`src/rtl/bpmac_pkg.sv`:
```
package bpmac_pkg;
  // width of a lane counter able to hold every one-bit product of one lane
  function automatic int lane_cnt_w(input int elems, input int width);
    return $clog2(elems * width + 1);
  endfunction

  function automatic int lane_count(input int width);
    return 2 * width - 1;
  endfunction
endpackage

```
`src/rtl/bpmac_lane.sv`:
```
// One weight lane: counts the AND products of all bit pairs (i, j) with i+j == WEIGHT.
module bpmac_lane #(
  parameter int ELEMS      = 8,
  parameter int WIDTH      = 8,
  parameter int WEIGHT     = 0,
  parameter int SIGNED_OPS = 0,
  parameter int CNT_W      = 7
) (
  input  logic                   clk,
  input  logic                   rst_n,
  input  logic                   load,
  input  logic [ELEMS*WIDTH-1:0] a_vec,
  input  logic [ELEMS*WIDTH-1:0] b_vec,
  output logic [CNT_W-1:0]       pos_cnt,
  output logic [CNT_W-1:0]       neg_cnt
);
  logic [CNT_W-1:0] pos_nx, neg_nx;

  always_comb begin
    pos_nx = '0;
    neg_nx = '0;
    for (int n = 0; n < ELEMS; n++) begin
      for (int i = 0; i < WIDTH; i++) begin
        if ((WEIGHT - i) >= 0 && (WEIGHT - i) < WIDTH) begin
          if (a_vec[n*WIDTH + i] && b_vec[n*WIDTH + WEIGHT - i]) begin
            // exactly one sign bit in the pair -> negative weight
            if (SIGNED_OPS != 0 && ((i == WIDTH - 1) != ((WEIGHT - i) == WIDTH - 1)))
              neg_nx = neg_nx + 1'b1;
            else
              pos_nx = pos_nx + 1'b1;
          end
        end
      end
    end
  end

  always_ff @(posedge clk or negedge rst_n) begin
    if (!rst_n) begin
      pos_cnt <= '0;
      neg_cnt <= '0;
    end else if (load) begin
      pos_cnt <= pos_nx;
      neg_cnt <= neg_nx;
    end
  end
endmodule

```
`src/rtl/bpmac_accum.sv`:
```
// Shifts each lane count by its weight, sums them and folds the sum into a saturating accumulator.
module bpmac_accum #(
  parameter int LANES      = 15,
  parameter int CNT_W      = 7,
  parameter int ACC_W      = 32,
  parameter int SIGNED_OPS = 0
) (
  input  logic                        clk,
  input  logic                        rst_n,
  input  logic                        s1_valid,
  input  logic                        s1_clear,
  input  logic [LANES-1:0][CNT_W-1:0] pos_cnt,
  input  logic [LANES-1:0][CNT_W-1:0] neg_cnt,
  output logic                        out_valid,
  output logic [ACC_W-1:0]            acc
);
  localparam int TW    = LANES + CNT_W + 2;
  localparam int EXT_W = ACC_W + 2;
  localparam logic signed [EXT_W-1:0] UMAX = {2'b00, {ACC_W{1'b1}}};
  localparam logic signed [EXT_W-1:0] SMAX = {3'b000, {(ACC_W-1){1'b1}}};
  localparam logic signed [EXT_W-1:0] SMIN = {3'b111, {(ACC_W-1){1'b0}}};

  logic signed [TW-1:0]    term;
  logic signed [EXT_W-1:0] base, sum;
  logic [ACC_W-1:0]        acc_nx;

  always_comb begin
    term = '0;
    for (int s = 0; s < LANES; s++) begin
      term = term + (TW'(pos_cnt[s]) << s) - (TW'(neg_cnt[s]) << s);
    end
  end

  always_comb begin
    if (s1_clear)
      base = '0;
    else if (SIGNED_OPS != 0)
      base = {{2{acc[ACC_W-1]}}, acc};
    else
      base = {2'b00, acc};
    sum = base + {{(EXT_W-TW){term[TW-1]}}, term};
    if (SIGNED_OPS != 0) begin
      if (sum > SMAX)      acc_nx = SMAX[ACC_W-1:0];
      else if (sum < SMIN) acc_nx = SMIN[ACC_W-1:0];
      else                 acc_nx = sum[ACC_W-1:0];
    end else begin
      if (sum > UMAX)      acc_nx = UMAX[ACC_W-1:0];
      else                 acc_nx = sum[ACC_W-1:0];
    end
  end

  always_ff @(posedge clk or negedge rst_n) begin
    if (!rst_n) begin
      acc       <= '0;
      out_valid <= 1'b0;
    end else begin
      out_valid <= s1_valid;
      if (s1_valid)      acc <= acc_nx;
      else if (s1_clear) acc <= '0;
    end
  end
endmodule

```
`src/rtl/bitplane_mac.sv`:
```
module bitplane_mac #(
  parameter int ELEMS      = 8,
  parameter int WIDTH      = 8,
  parameter int ACC_W      = 32,
  parameter int SIGNED_OPS = 0
) (
  input  logic                   clk,
  input  logic                   rst_n,
  input  logic                   in_valid,
  input  logic [ELEMS*WIDTH-1:0] a_vec,
  input  logic [ELEMS*WIDTH-1:0] b_vec,
  input  logic                   acc_clear,
  output logic                   out_valid,
  output logic [ACC_W-1:0]       out_result
);
  import bpmac_pkg::*;

  localparam int LANES = lane_count(WIDTH);
  localparam int CNT_W = lane_cnt_w(ELEMS, WIDTH);

  logic [LANES-1:0][CNT_W-1:0] pos_cnt, neg_cnt;
  logic s1_valid, s1_clear;

  always_ff @(posedge clk or negedge rst_n) begin
    if (!rst_n) begin
      s1_valid <= 1'b0;
      s1_clear <= 1'b0;
    end else begin
      s1_valid <= in_valid;
      s1_clear <= acc_clear;
    end
  end

  for (genvar s = 0; s < LANES; s++) begin : g_lane
    bpmac_lane #(
      .ELEMS(ELEMS), .WIDTH(WIDTH), .WEIGHT(s),
      .SIGNED_OPS(SIGNED_OPS), .CNT_W(CNT_W)
    ) u_lane (
      .clk(clk), .rst_n(rst_n), .load(in_valid),
      .a_vec(a_vec), .b_vec(b_vec),
      .pos_cnt(pos_cnt[s]), .neg_cnt(neg_cnt[s])
    );
  end

  bpmac_accum #(
    .LANES(LANES), .CNT_W(CNT_W), .ACC_W(ACC_W), .SIGNED_OPS(SIGNED_OPS)
  ) u_accum (
    .clk(clk), .rst_n(rst_n),
    .s1_valid(s1_valid), .s1_clear(s1_clear),
    .pos_cnt(pos_cnt), .neg_cnt(neg_cnt),
    .out_valid(out_valid), .acc(out_result)
  );
endmodule

```
`config.mk`:
```
export PLATFORM = sky130hd
export DESIGN_NAME = bitplane_mac
export DESIGN_NICKNAME = d
export VERILOG_FILES = /design/src/rtl/bpmac_pkg.sv /design/src/rtl/bpmac_lane.sv /design/src/rtl/bpmac_accum.sv /design/src/rtl/bitplane_mac.sv
export SDC_FILE = /design/constraint.sdc
export NUM_CORES = 2
export LEC_CHECK = 0
export BUFFER_PORTS_ARGS = -buffer_cell sky130_fd_sc_hd__buf_4
export CORE_ASPECT_RATIO = 1.2
export CORE_UTILIZATION = 60
export CTS_CLUSTER_DIAMETER = 120
export DETAILED_ROUTE_END_ITERATION = 8
export GPL_TIMING_DRIVEN = 0
export PLACE_DENSITY_LB_ADDON = 0.15
export SYNTH_ARGS = -nofsm -noshare
export SYNTH_HDL_FRONTEND = slang
export SYNTH_SLANG_ARGS = --single-unit
```
`constraint.sdc`:
```
create_clock -name clk -period 26.5 [get_ports clk]
set_input_delay 5.3 -clock clk [delete_from_list [all_inputs] [get_ports clk]]
set_output_delay 5.3 -clock clk [all_outputs]
set_load 0.05 [all_outputs]
```
==> reports/qor.yml <==
detailed_routing:
  firstDrtPassIters: 6
  routedWlPerCell_microns: 18.10
  viasPerCell: 6.104
  route.vias.total: 72666
  dr.first_iter.drc_count: 4167
  routed_wl_mm: 215.5
  drc: 0
  antenna_left: 0
sta:
  fmax_ghz: 0.02720
  min_period_ps: 36770
  clock_skew_ps: 8.743
  fin_hold_ws_ps: 382.1
  drv_slew: 0
  finalHoldViolations: 0
  setup_violations: 30
  finalCritPeriodShare_pct: 138.8
  worst_slack_ps: -10270
  worst_slew_pin_slew_ps: 1122
  rsz0062_at_grt: "true"
  slew_headroom_pct: 25.19
worst_setup_path:
  required_ps: 26830
  rr_worst_depth: 44
  max_stage_delay_ps: 370
  r2r-start: "g_lane[0].u_lane.pos_cnt[2]$_DFFE_PN0P_"
  setup.worst_path.class: "in -> reg"
  worstSetupEndpoint: "g_lane[7].u_lane.pos_cnt[6]$_DFFE_PN0P_"
  arrival_ps: 37100
  cp_num_buf_inv: 2
  start_kind: "input pin"
  critical_path.max_fanout: 7
  critPathLaunch: "a_vec[2]"
  worst_path_most_repeated_cell: "ha_1"
  crit_family: "adder cells"
  ff2ff_setup_slack_ps: 15480
  worst-path-stages: 190
  cpMaxStageDelayCell: "ha_1"
  reg2reg_to: "u_accum.acc[28]$_DFFE_PN0P_"
  cp-end-kind: "flop"
run_status:
  violations: "negative setup slack"
  outcome: "finished, violations left"
clock_network:
  cts_max_level: 4
  cts.path.max_buffers: 2
  cts_tree: "built"
  cts.sinks: 140
  cts.root.buffer_cell: "clkbuf_16"
  clkLatencyLatePin_ps: 440
  clk_pin_slew_ps: 60
  numCtsBuffers: 17
  holdBufCountCts: 0
grt:
  grt_pass1_wl_mm: 333.9
  grt_pass1_vias: 69066
  grt_antenna_before_repair: 10
  overflow: 0
  grt_max_degree: 98
  track_usage_pct: 33.54
placement:
  gp_congestion: 0.9590
  placed_area_sq_um: 74920
  io_buffers: 96
  hpwl_mm: 173.6
yosys:
  yosysMostFrequentCell: "xnor2_1"
  yosys_warnings: 0
  syn-num-nets: 10646
  synthTopCellsByCount: "xnor2_1 (1316), nand2_1 (1294), nor2_1 (816), xor2_1 (631), nand3_1 (604)"
  netlist_instances: 9868
  synth-edff-count: 0
  syn_avg_cell_area_sq_um: 7.180
  synthFlopType: "dfrtp_1"
  yosys-top-cells-area: "xnor2_1 (16%), ha_1 (10%), xor2_1 (7.8%), nand2_1 (6.9%), dfrtp_1 (4.9%)"
  yosysTopAreaCell: "xnor2_1"
  synth_seq_area_share_pct: 4.945
  synth_top_cell_area_share_pct: 16.27
  async_reset_ff_share_pct: 100.0
  netlist_area_sq_um: 70850
  synth-seq-cells: 140
  synthDistinctLibCells: 121
finish:
  multi_input_area_sq_um: 68740
  fillers: 9571
  num-nets-final: 11132
  finish.utilization_pct: 69.90
  design_area_sq_um: 81600
  syn2layout_area_growth_pct: 15.17
  regArea_sq_um: 3503
  drive_gt1_share_pct: 15.02
die:
  core_sq_um: 116700
  die_area_sq_um: 119500
  initial_core_util_pct: 60.70
  chipHeight_microns: 378.4
  num_rows: 137
  io_pins: 165
  die_w_microns: 315.7
min_path:
  holdPathStages: 0
  min_path_type: "reg -> reg"
run:
  drv_cap: 0
-- through the flow --
step / TNS, ps / setup WS [ps] / std cells
after floorplan: -171480 / -8472 / 9868
after global placement: -263500 / -11670 / 11493
after detailed placement: -289460 / -12300 / 11494
after CTS: -227540 / -9765 / 11738
after global routing: -267220 / -11890 / 11898
final: -220450 / -10270 / 11904
-- per-layer routing --
layer	GRT usage, %	part of all wire, %	vias to the layer above
met1	34.07	38	34298
met2	63.41	50	1919
met4	24.23	8.3	6
met3	3.204	3.7	787
li1	-	-	35656
met5	0	0.019	-
-- worst min-delay path by stage --
stage,start,to
floorplan,s1_valid$_DFF_PN0_,u_accum.out_valid$_DFF_PN0_
global placement,s1_valid$_DFF_PN0_,u_accum.out_valid$_DFF_PN0_
detailed placement,s1_valid$_DFF_PN0_,u_accum.out_valid$_DFF_PN0_
CTS,s1_valid$_DFF_PN0_,u_accum.out_valid$_DFF_PN0_
global route,s1_valid$_DFF_PN0_,u_accum.out_valid$_DFF_PN0_
finish,s1_valid$_DFF_PN0_,u_accum.out_valid$_DFF_PN0_
-- timing repair --
action	CTS	global route
buffers inserted	213	160
pin swaps	169	329
endpoints found under the setup margin	42	42
gates resized for setup	214	393
hold endpoints to repair	0	0
-- state kept, by name, summed over array words and instances (netlist names) --
name	count
u_accum.out_valid	1
s1_valid	1
u_accum.acc	32
g_lane.u_lane.pos_cnt	105
s1_clear	1
-- layout by cell type, fill, tap and decap left out, types with 113 or more instances in the layout --
cell type	synthesis	final
dfrtp_1	140	140
nor3_1	246	238
clkbuf_1	290	288
o21ai_0	390	339
xnor2_1	1316	1277
nand3_1	604	572
nor2_1	816	734
and3_1	146	134
nand2_1	1294	1241
ha_1	581	480
inv_1	445	418
xor2_1	631	614
mux2_2	159	124
buf_4	10	461
a21oi_1	491	436
mux2i_1	144	119
and2_1	188	180
a31oi_1	145	113
-- layout make-up --
cell class / instances / area share [%]
diodes: 8 / 0.02453
multi-input cells: 8928 / 84.23
flip-flops and latches: 140 / 4.293
repair buffers: 468 / 4.401
clock buffers: 19 / 0.5551
inverters: 450 / 2.076
well taps: 1529 / 2.344
plain buffers: 349 / 1.900
clock inverters: 13 / 0.1717
-- kinds of logic (layout without fill, tap and decap cells) --
kind of cell	after synthesis	after routing	share of synthesized area, %
XOR/XNOR	2160	2160	30.20
AO/OA/AOI/OAI	1765	1765	16.04
multiplexers	303	303	4.561
AND/OR/NAND/NOR	4038	4038	27.56
adder cells (fa/ha/maj)	662	662	12.32
flip-flops	140	140	4.945
buffers and inverters	800	1299	4.374
other	0	8	0
Power is left out: the tool's default activity adds up to more than one toggle a clock period on the data nets, which glitch-free logic cannot reach.
